[config.mk]
export PLATFORM = sky130hd
export DESIGN_NAME = pwm_shadow_chan
export DESIGN_NICKNAME = d
export VERILOG_FILES = /design/src/rtl/pwm_shadow_pkg.sv /design/src/rtl/pwm_stage_regs.sv /design/src/rtl/pwm_commit_ctrl.sv /design/src/rtl/pwm_wave_core.sv /design/src/rtl/pwm_shadow_chan.sv
export SDC_FILE = /design/constraint.sdc
export NUM_CORES = 1
export LEC_CHECK = 0
export ABC_AREA = 0
export CAP_MARGIN = 5
export CORE_MARGIN = 2
export CORE_UTILIZATION = 50
export CTS_BUF_LIST = sky130_fd_sc_hd__clkbuf_16
export DETAILED_ROUTE_END_ITERATION = 10
export DONT_BUFFER_PORTS = 1
export HOLD_SLACK_MARGIN = 0.1
export PLACE_DENSITY_LB_ADDON = 0.25
export SYNTH_ARGS = -nofsm -noshare
export SYNTH_HDL_FRONTEND = slang
export SYNTH_SLANG_ARGS = --single-unit
[constraint.sdc]
create_clock -name clk_i -period 10.15 [get_ports clk_i]
set_input_delay 1.015 -clock clk_i [delete_from_list [all_inputs] [get_ports clk_i]]
set_output_delay 1.015 -clock clk_i [all_outputs]
set_load 0.01 [all_outputs]
[src/rtl/pwm_shadow_pkg.sv]
package pwm_shadow_pkg;
  localparam int PS_W   = 8;
  localparam int CNT_W  = 24;
  localparam int ADDR_W = 2;
  localparam int DATA_W = CNT_W;

  localparam int CTRL_EN_BIT     = 0;
  localparam int CTRL_SMOOTH_BIT = 1;
  localparam int CTRL_POL_BIT    = 2;

  typedef enum logic [ADDR_W-1:0] {
    REG_DIV    = 2'd0,
    REG_PERIOD = 2'd1,
    REG_DUTY   = 2'd2,
    REG_CTRL   = 2'd3
  } reg_addr_e;

  typedef struct packed {
    logic [PS_W-1:0]  div;
    logic [CNT_W-1:0] period;
    logic [CNT_W-1:0] duty;
    logic             pol;
  } wave_cfg_t;
endpackage

[src/rtl/pwm_stage_regs.sv]
module pwm_stage_regs
  import pwm_shadow_pkg::*;
(
  input  logic              clk_i,
  input  logic              rst_ni,
  input  logic              wr_en_i,
  input  logic [ADDR_W-1:0] wr_addr_i,
  input  logic [DATA_W-1:0] wr_data_i,
  output wave_cfg_t         staged_o,
  output logic              en_o,
  output logic              smooth_o
);
  always_ff @(posedge clk_i or negedge rst_ni) begin
    if (!rst_ni) begin
      staged_o <= '0;
      en_o     <= 1'b0;
      smooth_o <= 1'b0;
    end else if (wr_en_i) begin
      case (wr_addr_i)
        REG_DIV:    staged_o.div    <= wr_data_i[PS_W-1:0];
        REG_PERIOD: staged_o.period <= wr_data_i[CNT_W-1:0];
        REG_DUTY:   staged_o.duty   <= wr_data_i[CNT_W-1:0];
        REG_CTRL: begin
          en_o         <= wr_data_i[CTRL_EN_BIT];
          smooth_o     <= wr_data_i[CTRL_SMOOTH_BIT];
          staged_o.pol <= wr_data_i[CTRL_POL_BIT];
        end
        default: ;
      endcase
    end
  end
endmodule

[src/rtl/pwm_commit_ctrl.sv]
module pwm_commit_ctrl #(
  parameter int HOLD_CYC = 80
) (
  input  logic clk_i,
  input  logic rst_ni,
  input  logic en_i,
  output logic commit_o
);
  localparam int HW = $clog2(HOLD_CYC + 1);
  localparam logic [HW-1:0] HOLD_L  = HW'(HOLD_CYC);
  localparam logic [HW-1:0] HOLD_M1 = HW'(HOLD_CYC - 1);

  logic [HW-1:0] hcnt_q, gcnt_q;
  logic          en_prev_q, armed_q, done_q;

  assign commit_o = en_i && armed_q && !done_q && (hcnt_q == HOLD_M1);

  always_ff @(posedge clk_i or negedge rst_ni) begin
    if (!rst_ni) begin
      hcnt_q    <= '0;
      gcnt_q    <= HOLD_L;  // first enable after reset is accepted
      en_prev_q <= 1'b0;
      armed_q   <= 1'b0;
      done_q    <= 1'b0;
    end else begin
      en_prev_q <= en_i;
      if (!en_i) begin
        hcnt_q  <= '0;
        done_q  <= 1'b0;
        armed_q <= 1'b0;
        if (gcnt_q != HOLD_L) gcnt_q <= gcnt_q + 1'b1;
      end else begin
        gcnt_q <= '0;
        if (!en_prev_q) armed_q <= (gcnt_q == HOLD_L);
        if (!done_q && hcnt_q != HOLD_M1) hcnt_q <= hcnt_q + 1'b1;
        if (commit_o) done_q <= 1'b1;
      end
    end
  end

  // a commit only ever comes out of a continuing high phase
  a_r6_commit_in_high: assert property (@(posedge clk_i) disable iff (!rst_ni)
    commit_o |-> (en_i && $past(en_i)));
  // one commit per high phase
  a_r5_single_commit: assert property (@(posedge clk_i) disable iff (!rst_ni)
    commit_o |=> !commit_o);
  // a rise after a short gap never arms
  a_r7_short_gap_disarms: assert property (@(posedge clk_i) disable iff (!rst_ni)
    (en_i && !en_prev_q && gcnt_q != HOLD_L) |=> !armed_q);
endmodule

[src/rtl/pwm_wave_core.sv]
module pwm_wave_core
  import pwm_shadow_pkg::*;
(
  input  logic      clk_i,
  input  logic      rst_ni,
  input  wave_cfg_t cfg_i,
  input  logic      commit_i,
  input  logic      smooth_i,
  input  logic      en_i,
  output logic      pwm_o
);
  wave_cfg_t        work_q, pend_q;
  logic             pend_v_q;
  logic [PS_W-1:0]  pc_q;
  logic [CNT_W-1:0] cnt_q;
  logic             hold_rst, tick, wrap, load_now, load_bnd;

  assign hold_rst = !en_i && !smooth_i;
  assign tick     = (pc_q == work_q.div);
  assign wrap     = tick && ((work_q.period == '0) || (cnt_q >= work_q.period - 1'b1));
  assign load_now = commit_i && !smooth_i;
  assign load_bnd = wrap && pend_v_q;

  always_ff @(posedge clk_i or negedge rst_ni) begin
    if (!rst_ni) begin
      work_q   <= '0;
      pend_q   <= '0;
      pend_v_q <= 1'b0;
      pc_q     <= '0;
      cnt_q    <= '0;
    end else if (hold_rst) begin
      pc_q     <= '0;
      cnt_q    <= '0;
      pend_v_q <= 1'b0;
    end else if (load_now) begin
      work_q   <= cfg_i;
      pc_q     <= '0;
      cnt_q    <= '0;
      pend_v_q <= 1'b0;
    end else begin
      pc_q <= tick ? '0 : pc_q + 1'b1;
      if (wrap)      cnt_q <= '0;
      else if (tick) cnt_q <= cnt_q + 1'b1;
      if (load_bnd) begin
        work_q   <= pend_q;
        pend_v_q <= 1'b0;
      end
      if (commit_i) begin  // smooth: park until period wrap
        pend_q   <= cfg_i;
        pend_v_q <= 1'b1;
      end
    end
  end

  assign pwm_o = hold_rst ? 1'b1 : ((cnt_q < work_q.duty) ^ work_q.pol);

  // working set changes only on an immediate load or a period wrap
  a_r8_work_stable: assert property (@(posedge clk_i) disable iff (!rst_ni)
    !(load_now || load_bnd) |=> $stable(work_q));
  // count stays inside the period
  a_r3_cnt_in_period: assert property (@(posedge clk_i) disable iff (!rst_ni)
    (work_q.period != '0) |-> (cnt_q < work_q.period));
  // idle without smooth holds the counter at its start
  a_r1_idle_restart: assert property (@(posedge clk_i) disable iff (!rst_ni)
    hold_rst |=> (cnt_q == '0 && pc_q == '0));
endmodule

[src/rtl/pwm_shadow_chan.sv]
module pwm_shadow_chan
  import pwm_shadow_pkg::*;
#(
  parameter int CLK_MHZ = 200,
  parameter int HOLD_NS = 400
) (
  input  logic              clk_i,
  input  logic              rst_ni,
  input  logic              wr_en_i,
  input  logic [ADDR_W-1:0] wr_addr_i,
  input  logic [DATA_W-1:0] wr_data_i,
  output logic              pwm_o
);
  localparam int HOLD_CYC = (CLK_MHZ * HOLD_NS + 999) / 1000;

  wave_cfg_t staged;
  logic      en, smooth, commit;

  pwm_stage_regs u_stage (
    .clk_i    (clk_i),
    .rst_ni   (rst_ni),
    .wr_en_i  (wr_en_i),
    .wr_addr_i(wr_addr_i),
    .wr_data_i(wr_data_i),
    .staged_o (staged),
    .en_o     (en),
    .smooth_o (smooth)
  );

  pwm_commit_ctrl #(.HOLD_CYC(HOLD_CYC)) u_commit (
    .clk_i   (clk_i),
    .rst_ni  (rst_ni),
    .en_i    (en),
    .commit_o(commit)
  );

  pwm_wave_core u_core (
    .clk_i   (clk_i),
    .rst_ni  (rst_ni),
    .cfg_i   (staged),
    .commit_i(commit),
    .smooth_i(smooth),
    .en_i    (en),
    .pwm_o   (pwm_o)
  );
endmodule

== Word-level counts from Yosys, hierarchy flattened ==
Index checks and enable logic that the tools add are counted.

* Mux-type cells: 22
* Multipliers: 0
* Shift operators: 0
* Div/mod/pow operators: 0
* Add/sub/neg operators: 5
* Order comparisons: 2
* Equal/unequal tests: 11
* Bitwise operators: 3
* Reductions and logical operators: 24

{| class="wikitable"
|+ Operators with widths
! cell !! number
|-
| two-way mux 57 bit || 2
|-
| two-way mux 24 bit || 4
|-
| two-way mux 7 bit || 4
|-
| adder 24 x 1 -> 24 bit (second input constant) || 1
|-
| >= comparator 24 bit || 1
|-
| logical NOT 24 bit || 1
|-
| < comparator 24 bit || 1
|-
| two-way mux 8 bit || 3
|-
| subtractor 24 x 1 -> 24 bit (second input constant) || 1
|-
| adder 7 x 1 -> 7 bit (second input constant) || 2
|-
| == test 7 bit (second input constant) || 2
|-
| inequality test 7 bit (second input constant) || 2
|-
| AND reduction 2 bit || 5
|-
| two-way mux 1 bit || 9
|-
| adder 8 x 1 -> 8 bit (second input constant) || 1
|-
| == test 8 bit || 1
|-
| logical AND 1 bit || 8
|-
| nonzero test 4 bit || 2
|-
| == test 2 bit (second input constant) || 2
|-
| inequality test 2 x 1 -> 1 bit (second input constant) || 2
|-
| nonzero test 2 bit || 2
|-
| logical NOT 1 bit || 3
|-
| AND reduction 3 bit || 1
|-
| == test 2 x 1 -> 1 bit (second input constant) || 1
|-
| 5 further kinds || 6
|}

* RAM bits: 0
* Output and inout bits: 1
* Register bits: 223
* Logic and storage cells: 89
* Memories: 0
* ROM bits: 0
* Latch bits: 0

== Logic depth before layout (Yosys ltp) ==
Gate-level depths: netlist of the first run.

* Word-level depth: 9
* Gate-level depth with buffers: 18
* Gate-level depth less buffers: 16

== Modules after synthesis ==
A second synthesis of the first run with hierarchy kept.

* Cell total of the unflattened synthesis: 942
* Area total of the unflattened synthesis: 11417.2 um^2

{| class="wikitable"
|+ By module, submodules not included
! module !! cells each !! area each (um^2) !! times used !! sequential area each (um^2)
|-
| pwm_wave_core || 720 || 8240.4 || 1 || 3678.5
|-
| pwm_stage_regs || 126 || 2229.6 || 1 || 1476.4
|-
| pwm_commit_ctrl || 96 || 947.2 || 1 || 427.9
|}

== Worst setup path after synthesis of the first run ==
Ideal clock, no wire load.

* Kind: register -> register
* Start point: register u_core.work_q[28] in the netlist's numbering
* End point: register u_core.cnt_q[23]
* Slack: 5836 ps
* Period minus slack after synthesis: 4314 ps
* Library setup time: 67 ps
* Arrival time: 4248 ps
* Stages on the path, launching flop included: 17
* Buffers on the path: 1
* Cell sequence: dfrtp_1 -> or4_1 -> or3_1 -> or2_1 -> nor3_1 -> nand2b_1 -> nor3b_1 -> xnor2_1 -> ha_1 -> nand4_1 -> nor3_1 -> a22oi_1 -> o21ai_1 -> or4_1 -> nor2_1 -> clkbuf_1 -> a221o_1

* Word-level cells in the longest chain between the ends: 7
* Elaborated cells on any way between the ends: 9
* Classes of those cells: 1 x add/sub; 1 x order compare; 3 x mux; 4 x reduce/logical

{| class="wikitable"
|+ Ends and longest elaborated chain
! element !! line !! text
|-
| start, declared || pwm_wave_core.sv:12 || <nowiki>wave_cfg_t work_q, pend_q;</nowiki>
|-
| start signal, assigned || pwm_wave_core.sv:36 || <nowiki>work_q <= cfg_i;</nowiki>
|-
| start signal, assigned || pwm_wave_core.sv:45 || <nowiki>work_q <= pend_q;</nowiki>
|-
| subtractor 24 x 1 -> 24 bit || pwm_wave_core.sv:20 || <nowiki>assign wrap = tick && ((work_q.period == '0) || (cnt_q >= work_q.period - 1'b1));</nowiki>
|-
| >= comparator 24 bit || pwm_wave_core.sv:20 ||
|-
| logical OR 1 bit * || pwm_wave_core.sv:20 ||
|-
| logical AND 1 bit * || pwm_wave_core.sv:20 ||
|-
| two-way mux 24 bit || pwm_wave_core.sv:42 || <nowiki>if (wrap) cnt_q <= '0;</nowiki>
|-
| two-way mux 24 bit || pwm_wave_core.sv:35 || <nowiki>end else if (load_now) begin</nowiki>
|-
| two-way mux 24 bit || pwm_wave_core.sv:31 || <nowiki>end else if (hold_rst) begin</nowiki>
|-
| end signal, assigned || pwm_wave_core.sv:43 || <nowiki>else if (tick) cnt_q <= cnt_q + 1'b1;</nowiki>
|-
| end, declared || pwm_wave_core.sv:15 || <nowiki>logic [CNT_W-1:0] cnt_q;</nowiki>
|}

Every way passes the cells marked *; elsewhere a longest branch is shown, timed or not.
A chain may end at the register's enable or synchronous reset.

== Worst setup path after layout of the first run ==
* Start point: register u_core.work_q[27] in the netlist's numbering
* End point: register u_core.work_q[56] in the netlist's numbering

* Word-level cells in the longest chain between the ends: 7
* Elaborated cells on any way between the ends: 8
* Classes of those cells: 1 x add/sub; 1 x order compare; 6 x reduce/logical

{| class="wikitable"
|+ Ends and longest elaborated chain
! element !! line !! text
|-
| subtractor 24 x 1 -> 24 bit || pwm_wave_core.sv:20 ||
|-
| >= comparator 24 bit || pwm_wave_core.sv:20 ||
|-
| logical OR 1 bit * || pwm_wave_core.sv:20 ||
|-
| logical AND 1 bit * || pwm_wave_core.sv:20 ||
|-
| logical AND 1 bit * || pwm_wave_core.sv:22 || <nowiki>assign load_bnd = wrap && pend_v_q;</nowiki>
|-
| nonzero test 2 bit (no line) * || -- ||
|-
| AND reduction 2 bit (no line) * || -- ||
|}

Marks and branches as above.

==> results by group, run 1 <==
Outcome
  • Result of the run: complete, no violations

Logic synthesis
  • Share of flip-flops with an asynchronous set or reset after synthesis: 100%
  • Ys flop type: dfrtp_1
  • Fraction of the yosys area taken by sequential cells: 48.9%
  • Fraction of synthesized cell area taken by the top area cell type: 48.5%
  • Synthesized instance count: 984
  • Number of warnings reported in the yosys synthesis log: 0
  • Top post-synthesis cells by area: dfrtp_1, mux2_2, mux2i_1
  • Syn nets: roughly 1100
  • Library cell occupying the most area in the post-synthesis netlist: dfrtp_1
  • Number of synthesized register bits: ~220
  • Syn Std Cell Area: approximately 11000 um2
  • Number of enable-type register cells in the synthesized netlist: 0
  • Avg Inst Size Synth: 11.6 um2
  • Unique cell type count in the Yosys netlist: 55

Route
  • DRC violation count after routing: 0
  • Mean number of vias per cell: 5.70
  • Routed WL: approximately 23 mm
  • Total via count in the routed design: 7311
  • Antenna-violating nets left: 0
  • Detailed router's first-iteration violation count: 480
  • Detailed-route wire length per cell: roughly 18 um
  • First drt pass iteration count: 4

Worst setup path
  • Arrival time of data at the critical path endpoint: around 6.2 ns
  • Element type at the critical path end: register
  • Critical path launch point type: register
  • Req. time, crit path: approximately 11 ns
  • Classification of the worst setup path: reg2reg
  • Crit path max fanout: a little over 40

CTS
  • Reg clk slew, reported paths: 0.06 ns
  • Cts bufs inserted: 25
  • Number of hold buffers added after cts: 0
  • # resized after CTS: 0
  • Post-CTS Setup Bufs: 0
  • Source-to-sink clock delay at the later pin of the worst-skew pair: 0.53 ns
  • Clock Tree Root: clkbuf_16
  • CTS tree: done
  • Maximum clock path buffer count: 3
  • H-tree lvl count: 1
  • Clock tree sinks: ~220

Die
  • Core region area: 22500 um2
  • Vertical extent of the die: 155 um
  • Initial core utilization: 50.7%
  • Die Outline Area: between 20000 and 25000 um2
  • Ports placed on the boundary: 30
  • Standard-cell row count: 55
  • Die W: 155 um

Global routing
  • Number of global-route vias before repair: 7367
  • Largest net degree at the start of global routing: 224
  • First-pass GRT wire length: 38.8 mm
  • Global-route total usage across every layer: 19.9%
  • Grt ovf: 0
  • Antenna violations before repair: 0

STA
  • Final TNS setup: 0 ns
  • Hold violation total from the final report: 0
  • Final Max Tran Viols: 0
  • Worst slew slack as a fraction of its limit: 30.9%
  • Count of final setup violators: 0
  • Clock Skew: ~0.020 ns
  • Time the worst path needs with I/O delays and setup: 5.80 ns
  • Highest clock rate: between 150 and 200 MHz
  • Worst-margin pin slew: roughly 1.0 ns
  • RSZ-0062 raised after global routing: false
  • Final cycle utilization of the critical path: a little under three fifths

Place
  • Dpl cell area: between 10000 and 15000 um2
  • Count of port buffers added during placement: 0
  • Last weighted congestion value of the routability-driven placer: roughly 0.83
  • DP HPWL: approximately 15 mm

Pwr
  • Power share of the sequential group: 51.8%
  • Power per unit of standard cell area: 154 nW/um2
  • Leakage power summed over all cells: 5.77 nW
  • Worst IR Drop VDD: around 0.14 mV
  • Clock power share: 43.6%
  • Combinational power share: 4.5%
  • Internal power contribution: between 1 and 1.5 mW
  • Switching fraction of total power: 23.1%
  • Net Sw Power: 441 uW

Cells and area
  • Area overhead of the layout relative to synthesis: 8.67%
  • Final core utilization: 55.1%
  • Layout cells sized above 1: approximately 20%
  • Post-Layout Inst Area: 12400 um2
  • Total number of nets in the final design: ~1100
  • Antenna diode count: 0

Hold path
  • Hold Path Class: in2async

Run
  • Max-Cap Viols: 0
## layer usage
metal  up-vias  track usage, %  routed length (um)
met1      3614            28.9               11000
met5         -               0                   0
li1       3545               -                   -
met4         0            5.29                 496
met2       121            31.4               10500
met3        31            2.98                1080
## path summary, 6_finish.rpt
kind                                                     start  cells after the start                                to  slack [ns]
min in group clk_i              u_commit.gcnt_q[6]$_DFFE_PN1P_                      2    u_commit.gcnt_q[6]$_DFFE_PN1P_        0.50
max in group asynchronous                               rst_ni                      0  u_stage.staged_o[42]$_DFFE_PN0P_        9.39
worst max-delay path             u_core.work_q[27]$_DFFE_PN0P_                     16     u_core.work_q[56]$_DFFE_PN0P_        4.35
worst min-delay path                                    rst_ni                      0     u_core.pend_q[41]$_DFFE_PN0P_        0.21
worst max register to register   u_core.work_q[27]$_DFFE_PN0P_                     16     u_core.work_q[56]$_DFFE_PN0P_        4.35
worst min register to register  u_commit.gcnt_q[6]$_DFFE_PN1P_                      2    u_commit.gcnt_q[6]$_DFFE_PN1P_        0.50
## registers in the layout, summed over array words and instances (netlist names), 7 cells and up
name and cells:
u_core.pc_q 8, u_commit.hcnt_q 7, u_stage.staged_o 57, u_core.cnt_q 24
u_core.work_q 57, u_core.pend_q 57, u_commit.gcnt_q 7
## critical path: stages (launching register included)
cell,delay (ns)
dfrtp_1,0.43
or4_1,0.57
or3_1,0.40
or2_1,0.27
nor3_1,0.31
nand2b_1,0.15
nor4_1,0.29
xnor2_1,0.13
ha_1,0.29
nand4_1,0.13
nor2_1,0.18
nand2_1,0.06
o21ai_1,0.29
nor2_2,0.26
o31ai_4,0.92
buf_4,0.70
a22oi_1,0.18
## Yosys cell counts (3+ instances only)
| cell type | number |
|---|---|
| dfrtp_1 | 221 |
| mux2_2 | 116 |
| nor2_1 | 95 |
| mux2i_1 | 84 |
| ha_1 | 54 |
| nand2_1 | 46 |
| nand3_1 | 37 |
| inv_1 | 35 |
| a22oi_2 | 30 |
| clkbuf_1 | 30 |
| a21oi_1 | 25 |
| xor2_1 | 25 |
| xnor2_1 | 21 |
| o21ai_0 | 16 |
| and3_1 | 14 |
| nand4_1 | 14 |
| a221o_1 | 12 |
| nor3_1 | 12 |
| nor4_1 | 11 |
| or3_1 | 9 |
| nor2b_1 | 7 |
| nor3b_1 | 7 |
| buf_6 | 6 |
| o22ai_1 | 5 |
| a22oi_1 | 4 |
| nand2b_1 | 4 |
| a211oi_1 | 3 |
| a21o_1 | 3 |
| nand3b_1 | 3 |
## stage by stage
step | hold slack [ns] | cells | total power, mW | setup slack, ns
6_report | 0.209 | 1282 | 1.91 | 4.35
5_1_grt | 0.187 | 1282 | 1.98 | 3.90
4_1_cts | 0.177 | 1282 | 1.93 | 4.39
3_5_place_dp | 0.491 | 1238 | 1.09 | 4.41
3_3_place_gp | 0.486 | 1238 | 1.09 | 4.57
2_1_floorplan | 0.426 | 984 | 1.06 | 5.84
## cells in the final DEF (no fill, tap or decap), types with 11 or more instances in the layout
cell,instances
a21oi_1,25
xnor2_1,21
nand2_1,46
ha_1,54
a22oi_2,30
nor4_1,11
nor3_1,11
nand4_1,14
nor2_1,95
dfrtp_1,221
a221o_1,12
o21ai_0,16
clkbuf_16,25
nand3_1,36
xor2_1,25
mux2_2,116
inv_1,37
and3_1,14
mux2i_1,84
## cells by family after synthesis
kind of cell	synth area share (%)
AO/OA/AOI/OAI	8.16
AND/OR/NAND/NOR	11.7
multiplexers	18.8
adder cells (fa/ha/maj)	5.92
XOR/XNOR	3.53
buffers and inverters	2.98
flip-flops	48.9
## power groups by stage
| stage | logic, mW | registers (mW) | clock network [mW] |
|---|---|---|---|
| 3_3_place_gp | 0.0842 | 1.00 | 0 |
| 3_5_place_dp | 0.0873 | 1.00 | 0 |
| 5_1_grt | 0.0969 | 0.996 | 0.890 |
| 6_report | 0.0865 | 0.988 | 0.832 |
| 4_1_cts | 0.0877 | 0.988 | 0.856 |
| 2_1_floorplan | 0.0761 | 0.987 | 0 |
## final cells by class
| class | instances | area [um2] |
|---|---|---|
| clock inverters | 19 | 121 |
| fillers | 1896 | 10100 |
| repair buffers | 10 | 75.1 |
| clock buffers | 25 | 626 |
| well taps | 285 | 357 |
| flip-flops and latches | 223 | 5580 |
| inverters | 35 | 131 |
| multi-input cells | 685 | 5510 |
(Power assumes the default switching activity.)
==> run 2, diff against run 1 <==
==> constraint.sdc (replaced) <==
create_clock -name clk_i -period 5.3 [get_ports clk_i]
set_input_delay 0.53 -clock clk_i [delete_from_list [all_inputs] [get_ports clk_i]]
set_output_delay 0.53 -clock clk_i [all_outputs]
set_load 0.01 [all_outputs]
==> run 2 against run 1 <==
- the flow now finishes with violations (negative hold slack)
- clock-buffer cell count decreased by 1
- global-route usage decreased by 0.21 points
- die area unchanged
- clock power increased by 98%
- first-iteration DRC count increased by 13%
- critical endpoint unchanged
- highest routed layer unchanged
==> results by group, run 2 (synthesized netlist as in run 1, its figures left out) <==
STA
  • Hold violation total from the final report: 221 (was 0)
  • Worst slew slack as a fraction of its limit: 25.5% (was 30.9%)
  • Final cycle utilization of the critical path: 93.3% (was 57.2%)
  • Time the worst path needs with I/O delays and setup: 4.95 ns (was 5.80 ns)
  • Count of final setup violators: 0 (unchanged)
  • Final Max Tran Viols: 0 (unchanged)
  • Final TNS setup: 0 ns (unchanged)
  • RSZ-0062 raised after global routing: false (unchanged)
  • Final WS setup: 0.352 ns (was 4.35 ns)
  • Highest clock rate: 202 MHz (was 172 MHz)
  • Worst hold slack: -0.276 ns (was 0.209 ns)
  • Clock Skew: 0.0195 ns (was 0.0197 ns)
  • Worst-margin pin slew: 1.11 ns (was 1.04 ns)

Die
  • Die W: 155 um (unchanged)
  • Die Outline Area: 24000 um2 (unchanged)
  • Standard-cell row count: 55 (unchanged)
  • Initial core utilization: 50.7% (unchanged)
  • Ports placed on the boundary: 30 (unchanged)
  • Core region area: 22500 um2 (unchanged)
  • Vertical extent of the die: 155 um (unchanged)

Global routing
  • First-pass GRT wire length: 38.2 mm (was 38.8 mm)
  • Antenna violations before repair: 0 (unchanged)
  • Grt ovf: 0 (unchanged)
  • Largest net degree at the start of global routing: 224 (unchanged)
  • Global-route total usage across every layer: 19.7% (was 19.9%)
  • Number of global-route vias before repair: 7094 (was 7367)

Cells and area
  • Most frequent standard cell in the layout excluding fill and tap cells: dfrtp_1 (unchanged)
  • Regs by FF count: u_core.pend_q (57), u_core.work_q (57), u_stage.staged_o (57) (unchanged)
  • Non-filler cells, final: 1280 (was 1282)
  • Most frequent cells in the layout: dfrtp_1, mux2_2, nor2_1, mux2i_1, ha_1 (unchanged)
  • Post-Layout Inst Area: 12400 um2 (about the same)
  • Antenna diode count: 0 (unchanged)
  • Total number of nets in the final design: 1062 (was 1063)
  • Layout cells sized above 1: 20.4% (was 20.1%)
  • Area overhead of the layout relative to synthesis: 9.01% (was 8.67%)
  • Area occupied by multi-input gates: 5510 um2 (unchanged)
  • Combined flip-flop and latch cell area: 5580 um2 (unchanged)
  • Count of fill cells added during filler insertion: 1880 (was 1896)

Route
  • Antenna-violating nets left: 0 (unchanged)
  • Mean number of vias per cell: 5.72 (was 5.70)
  • Detailed-route wire length per cell: 18.1 um (was 18.0 um)
  • DRC violation count after routing: 0 (unchanged)
  • Total via count in the routed design: 7320 (was 7311)
  • Detailed router's first-iteration violation count: 544 (was 480)
  • Routed WL: 23.2 mm (was 23.1 mm)
  • First drt pass iteration count: 5 (was 4)

CTS
  • Post-CTS Setup Bufs: 0 (unchanged)
  • Maximum clock path buffer count: 3 (unchanged)
  • # resized after CTS: 0 (unchanged)
  • Reg clk slew, reported paths: 0.06 ns (about the same)
  • Clock tree sinks: 223 (unchanged)
  • Source-to-sink clock delay at the later pin of the worst-skew pair: 0.53 ns (about the same)
  • Cts bufs inserted: 24 (was 25)
  • H-tree lvl count: 1 (unchanged)
  • Clock Tree Root: clkbuf_16 (unchanged)
  • CTS tree: done (unchanged)

Worst setup path
  • Critical path launch point type: register (unchanged)
  • Element type at the critical path end: register (unchanged)
  • Endpoint of the lowest-slack register-to-register path: u_core.work_q[56]$_DFFE_PN0P_ (unchanged)
  • Slowest cell on the critical path: or3_2 (was o31ai_4)
  • Arrival time of data at the critical path endpoint: 5.31 ns (was 6.16 ns)
  • Worst Setup EP: u_core.work_q[56]$_DFFE_PN0P_ (unchanged)
  • Req. time, crit path: 5.66 ns (was 10.51 ns)
  • Classification of the worst setup path: reg2reg (unchanged)
  • Origin of the worst setup path: u_core.work_q[27]$_DFFE_PN0P_ (unchanged)
  • Crit path max fanout: 32 (was 41)
  • Worst-case reg-to-reg path depth: 15 (was 16)
  • Delay contributed by the slowest stage of the critical path: 0.81 ns (was 0.92 ns)
  • Setup slack on the worst flop-to-flop path: 0.35 ns (was 4.35 ns)
  • Launch instance of the worst register-to-register path: u_core.work_q[27]$_DFFE_PN0P_ (unchanged)
  • Crit path cell chain: or4_1 > or3_1 > nor3_1 > nand2b_1 > nand2b_1 > nor3_1 > xnor2_1 > ha_1 > a21oi_1 > o21ai_0 > a221o_1 > or2_2 > nor2_2 > or3_2 > a22oi_1 (was or4_1 > or3_1 > or2_1 > nor3_1 > nand2b_1 > nor4_1 > xnor2_1 > ha_1 > nand4_1 > nor2_1 > nand2_1 > o21ai_1 > nor2_2 > o31ai_4 > buf_4 > a22oi_1)

Place
  • Count of port buffers added during placement: 0 (unchanged)
  • Pre-CTS worst setup slack: 0.367 ns (was 4.41 ns)
  • Cells after DPL: 1238 (unchanged)
  • DP HPWL: 15.2 mm (was 14.9 mm)
  • Dpl cell area: 11700 um2 (about the same)
  • Last weighted congestion value of the routability-driven placer: 0.865 (was 0.830)

Pwr
  • Worst IR Drop VDD: 0.280 mV (was 0.139 mV)
  • Clock power share: 44.5% (was 43.6%)
  • Leakage power summed over all cells: 5.80 nW (was 5.77 nW)
  • Power share of the sequential group: 51.1% (was 51.8%)
  • Power per unit of standard cell area: 298 nW/um2 (was 154 nW/um2)
  • Switching fraction of total power: 22.6% (was 23.1%)
  • Combinational power share: 4.4% (was 4.5%)
  • Total chip power: 3.71 mW (was 1.91 mW)
  • Internal power contribution: 2.87 mW (was 1.46 mW)
  • Net Sw Power: 837 uW (was 441 uW)

Hold path
  • Hold Path Class: in2async (unchanged)

Outcome
  • Result of the run: complete, but fails checks (was complete, no violations)
  • Violated checks: negative hold slack

Run
  • Max-Cap Viols: 0 (unchanged)
run 2: power by group through the flow:
stage | clock (mW) | sequential, mW | combinational, mW
6_report | 1.65 | 1.89 | 0.164
5_1_grt | 1.76 | 1.91 | 0.182
4_1_cts | 1.69 | 1.89 | 0.166
3_5_place_dp | 0 | 1.92 | 0.166
3_3_place_gp | 0 | 1.92 | 0.160
2_1_floorplan | 0 | 1.89 | 0.146
run 2: cell type report:
type / count / area share, %
Sequential cell: 223 / 44.9
Multi-Input combinational cell: 685 / 44.3
Clock buffer: 24 / 4.83
Tap cell: 285 / 2.87
Clock inverter: 18 / 1.39
Inverter: 35 / 1.06
Timing Repair Buffer: 10 / 0.704
run 2: worst min-delay path by stage:
stage                      start                          endpoint  depth (start not counted)
after floorplan           rst_ni      u_commit.armed_q$_DFFE_PN0P_                          0
after global placement    rst_ni  u_stage.staged_o[41]$_DFFE_PN0P_                          0
after detailed placement  rst_ni  u_stage.staged_o[41]$_DFFE_PN0P_                          0
after CTS                 rst_ni      u_core.cnt_q[17]$_DFFE_PN0P_                          0
after global routing      rst_ni      u_core.cnt_q[17]$_DFFE_PN0P_                          0
final                     rst_ni      u_core.cnt_q[17]$_DFFE_PN0P_                          0
run 2: per-stage QoR:
step	hold WS, ns	util [%]
finish	-0.276	55.3
global route	-0.299	55.3
CTS	-0.306	55.3
detailed placement	0.254	51.8
global placement	0.253	51.8
floorplan	0.234	-
run 2: worst max-delay path: cells and delay by family, from the launching register on:
family / cells / cell delay [ns]
compound gates: 4 / 0.78
flops: 1 / 0.43
simple gates: 9 / 3.09
xor+xnor: 1 / 0.16
fa+ha+maj: 1 / 0.28
run 2: layer usage:
layer	vias up	share of wire (%)	track usage [%]	wire, um
met5	-	0	0	0
met4	0	2.7	5.95	617
met3	36	3.6	2.87	841
met2	117	45	30.3	10500
met1	3633	48	29.0	11300
li1	3534	-	-	-
==> run 3, diff against run 2 <==
--- a/config.mk
+++ b/config.mk
@@ -5,13 +5,14 @@
 export SDC_FILE = /design/constraint.sdc
 export NUM_CORES = 1
 export LEC_CHECK = 0
-export ABC_AREA = 0
+export ABC_AREA = 1
 export CAP_MARGIN = 5
 export CORE_MARGIN = 2
 export CORE_UTILIZATION = 50
 export CTS_BUF_LIST = sky130_fd_sc_hd__clkbuf_16
 export DETAILED_ROUTE_END_ITERATION = 10
 export DONT_BUFFER_PORTS = 1
+export GPL_ROUTABILITY_DRIVEN = 0
 export HOLD_SLACK_MARGIN = 0.1
 export PLACE_DENSITY_LB_ADDON = 0.25
 export SYNTH_ARGS = -nofsm -noshare
==> run 3 against run 2 <==
- the run still ends with negative hold slack left
- die area grew 1.6%
- register-to-register slack improved by 1.1 ns
- design area rose by 0.20%
- clock skew increased by 0.0059 ns
- core utilization decreased by 0.39 points
- largest power group unchanged
==> results by group, run 3 <==
Logic synthesis
  • Cell with the most instances after synthesis: nand2_1 (was dfrtp_1)
  • Fraction of the yosys area taken by sequential cells: 48.1% (was 48.9%)
  • Avg Inst Size Synth: 7.97 um2 (was 11.6 um2)
  • Share of flip-flops with an asynchronous set or reset after synthesis: 100% (unchanged)
  • Library cell occupying the most area in the post-synthesis netlist: dfrtp_1 (unchanged)
  • Syn nets: 1538 (was 1067)
  • Ranking of synthesized cells by instance count: nand2_1, dfrtp_1, inv_1 (was dfrtp_1, mux2_2, nor2_1)
  • Top post-synthesis cells by area: dfrtp_1, nand2_1, o21ai_0 (was dfrtp_1, mux2_2, mux2i_1)
  • Unique cell type count in the Yosys netlist: 34 (was 55)
  • Fraction of synthesized cell area taken by the top area cell type: 47.7% (was 48.5%)
  • Number of enable-type register cells in the synthesized netlist: 0 (unchanged)
  • Ys flop type: dfrtp_1 (unchanged)
  • Number of warnings reported in the yosys synthesis log: 0 (unchanged)
  • Syn Std Cell Area: 11600 um2 (was 11400 um2)
  • Number of synthesized register bits: 223 (unchanged)
  • Synthesized instance count: 1455 (was 984)

Route
  • Antenna-violating nets left: 0 (unchanged)
  • Mean number of vias per cell: 5.14 (was 5.72)
  • First drt pass iteration count: 5 (unchanged)
  • Detailed router's first-iteration violation count: 660 (was 544)
  • Routed metal-1 wire length: 12.3 mm (was 11.3 mm)
  • Max Used Layer: met4 (unchanged)
  • DRC violation count after routing: 0 (unchanged)
  • Sum of met3 wire segment lengths after detailed routing: 982 um (was 841 um)
  • Detailed-route wire length per cell: 14.0 um (was 18.1 um)
  • Routed WL: 24.2 mm (was 23.2 mm)
  • Total via count in the routed design: 8911 (was 7320)
  • Met2 wire len: 10.5 mm (about the same)

Pwr
  • Clock power share: 44.8% (was 44.5%)
  • Power share of the sequential group: 51.5% (was 51.1%)
  • Power per unit of standard cell area: 291 nW/um2 (was 298 nW/um2)
  • Leakage power summed over all cells: 6.34 nW (was 5.80 nW)
  • Internal power contribution: 2.78 mW (was 2.87 mW)
  • Switching fraction of total power: 23.3% (was 22.6%)
  • Total chip power: 3.62 mW (was 3.71 mW)
  • Combinational power share: 3.6% (was 4.4%)
  • Worst IR Drop VDD: 0.307 mV (was 0.280 mV)
  • Net Sw Power: 845 uW (was 837 uW)

STA
  • Final Max Tran Viols: 0 (unchanged)
  • Worst hold slack: -0.312 ns (was -0.276 ns)
  • Count of final setup violators: 0 (unchanged)
  • Final TNS setup: 0 ns (unchanged)
  • RSZ-0062 raised after global routing: false (unchanged)
  • Worst slew slack as a fraction of its limit: 39.2% (was 25.5%)
  • Time the worst path needs with I/O delays and setup: 3.81 ns (was 4.95 ns)
  • Hold violation total from the final report: 223 (was 221)
  • Clock Skew: 0.0254 ns (was 0.0195 ns)
  • Worst-margin pin slew: 0.904 ns (was 1.11 ns)
  • Highest clock rate: 262 MHz (was 202 MHz)
  • Final cycle utilization of the critical path: 71.9% (was 93.3%)

Cells and area
  • Non-filler cells, final: 1733 (was 1280)
  • Layout cells sized above 1: 4.42% (was 20.4%)
  • Count of fill cells added during filler insertion: 2139 (was 1880)
  • Antenna diode count: 0 (unchanged)
  • Combined flip-flop and latch cell area: 5580 um2 (unchanged)
  • Most frequent standard cell in the layout excluding fill and tap cells: nand2_1 (was dfrtp_1)
  • Area occupied by multi-input gates: 5050 um2 (was 5510 um2)
  • Area overhead of the layout relative to synthesis: 7.46% (was 9.01%)
  • Most frequent cells in the layout: nand2_1, dfrtp_1, inv_1, o21ai_0, nor2_1 (was dfrtp_1, mux2_2, nor2_1, mux2i_1, ha_1)
  • Total number of nets in the final design: 1515 (was 1062)
  • Regs by FF count: u_core.pend_q (57), u_core.work_q (57), u_stage.staged_o (57) (unchanged)

Place
  • Count of port buffers added during placement: 0 (unchanged)
  • DP HPWL: 16.2 mm (was 15.2 mm)
  • Cells after DPL: 1689 (was 1238)

CTS
  • # resized after CTS: 0 (unchanged)
  • Cts bufs inserted: 26 (was 24)
  • H-tree lvl count: 1 (unchanged)
  • Source-to-sink clock delay at the later pin of the worst-skew pair: 0.54 ns (was 0.53 ns)
  • Clock Tree Root: clkbuf_16 (unchanged)
  • Post-CTS Setup Bufs: 0 (unchanged)
  • Maximum clock path buffer count: 3 (unchanged)
  • Reg clk slew, reported paths: 0.06 ns (about the same)
  • CTS tree: done (unchanged)
  • Clock tree sinks: 223 (unchanged)

Global routing
  • First-pass GRT wire length: 41.3 mm (was 38.2 mm)
  • Number of global-route vias before repair: 8411 (was 7094)
  • Grt ovf: 0 (unchanged)
  • Antenna violations before repair: 0 (unchanged)
  • Global-route total usage across every layer: 20.6% (was 19.7%)
  • Largest net degree at the start of global routing: 224 (unchanged)

Worst setup path
  • Slowest cell on the critical path: buf_4 (was or3_2)
  • Classification of the worst setup path: reg2reg (unchanged)
  • Crit path cell chain: inv_1 > ha_1 > nand2_1 > nor2_1 > nand4_1 > nor3_1 > xor2_1 > inv_1 > ha_1 > nand2_1 > nor2_1 > nand4_1 > a21oi_1 > nor2_2 > nand2_2 > nand3_2 > nand2_2 > buf_4 > nand2_1 > nand2_1 (was or4_1 > or3_1 > nor3_1 > nand2b_1 > nand2b_1 > nor3_1 > xnor2_1 > ha_1 > a21oi_1 > o21ai_0 > a221o_1 > or2_2 > nor2_2 > or3_2 > a22oi_1)
  • Req. time, crit path: 5.76 ns (was 5.66 ns)
  • Element type at the critical path end: register (unchanged)
  • Crit path max fanout: 41 (was 32)
  • Most frequent CP cell: nand2_1
  • Buffers plus inverters on the worst setup path: 3 (was 0)
  • Critical path launch point type: register (unchanged)
  • Top cell family by delay on the critical path: simple AND/OR/NAND/NOR gates (unchanged)
  • Arrival time of data at the critical path endpoint: 4.27 ns (was 5.31 ns)
  • Delay contributed by the slowest stage of the critical path: 0.45 ns (was 0.81 ns)

Die
  • Standard-cell row count: 55 (unchanged)
  • Vertical extent of the die: 156 um (was 155 um)
  • Die W: 156 um (was 155 um)
  • Core region area: 22700 um2 (was 22500 um2)
  • Ports placed on the boundary: 30 (unchanged)
  • Initial core utilization: 51.1% (was 50.7%)
  • Die Outline Area: 24400 um2 (was 24000 um2)

Outcome
  • Result of the run: complete, but fails checks (unchanged)
  • Violated checks: negative hold slack (unchanged)

Hold path
  • Hold Path Class: in2async (unchanged)

Run
  • Max-Cap Viols: 0 (unchanged)
## run 3: cell types whose count changed after synthesis, moves of 12 or more
cell / previous run / this run
and3_1: 14 / 0
a22oi_2: 30 / 0
o21ai_0: 16 / 167
inv_1: 35 / 170
nand3_1: 37 / 87
mux2_2: 116 / 0
a221o_1: 12 / 0
buf_2: 2 / 18
nand2_1: 46 / 414
o21ai_1: 1 / 27
mux2i_1: 84 / 0
## run 3: layer usage
metal	vias up	global-route usage (%)
met5	-	0
met3	31	2.69
met1	4134	31.0
met2	159	31.8
met4	0	4.41
li1	4587	-
## run 3: layout make-up
cell class              instances  share of cell area (%)
clock buffers                  26                    5.22
clock inverters                18                   0.964
inverters                     175                    5.27
multi-input cells             999                    40.5
flip-flops and latches        223                    44.8
well taps                     285                    2.86
repair buffers                  7                   0.422
## run 3: power by group through the flow
stage / Combinational (mW) / Sequential, mW / Clock (mW)
after floorplan: 0.109 / 1.87 / 0
after detailed placement: 0.133 / 1.89 / 0
after CTS: 0.133 / 1.87 / 1.67
final: 0.132 / 1.87 / 1.62
after global routing: 0.159 / 1.88 / 1.73
after global placement: 0.126 / 1.89 / 0
## run 3: metrics by stage
step	cell area, um2	setup WS (ns)	utilization, %
after detailed placement	11700	1.49	51.5
after global placement	11700	1.66	51.5
after global routing	12500	1.04	54.9
after CTS	12500	1.45	54.9
final	12500	1.49	54.9
after floorplan	11600	2.32	-
## run 3: logic make-up (layout without fill, tap and decap cells)
logic type | count (synthesis) | count (layout) | synth area share, %
DFF | 223 | 223 | 48.1
and+or+nand+nor | 661 | 661 | 23.7
xor gates and xnor gates | 48 | 48 | 3.62
adders and majority gates | 54 | 54 | 5.82
buffers and inverters | 233 | 226 | 8.41
AOI/OAI and AO/OA | 236 | 236 | 10.4
## run 3: worst paths after layout
| check | start | endpoint | slack (ns) | cells after the start |
|---|---|---|---|---|
| setup / recovery | u_core.work_q[25]$_DFFE_PN0P_ | u_core.work_q[19]$_DFFE_PN0P_ | 1.49 | 20 |
| hold / removal | rst_ni | u_stage.staged_o[31]$_DFFE_PN0P_ | -0.31 | 0 |
| setup reg to reg | u_core.work_q[25]$_DFFE_PN0P_ | u_core.work_q[19]$_DFFE_PN0P_ | 1.49 | 20 |
| hold reg to reg | u_commit.en_prev_q$_DFF_PN0_ | u_commit.armed_q$_DFFE_PN0P_ | 0.46 | 1 |
| max in group asynchronous | rst_ni | u_core.work_q[18]$_DFFE_PN0P_ | 5.27 | 0 |
| min in group clk_i | wr_data_i[8] | u_stage.staged_o[33]$_DFFE_PN0P_ | 0.15 | 2 |
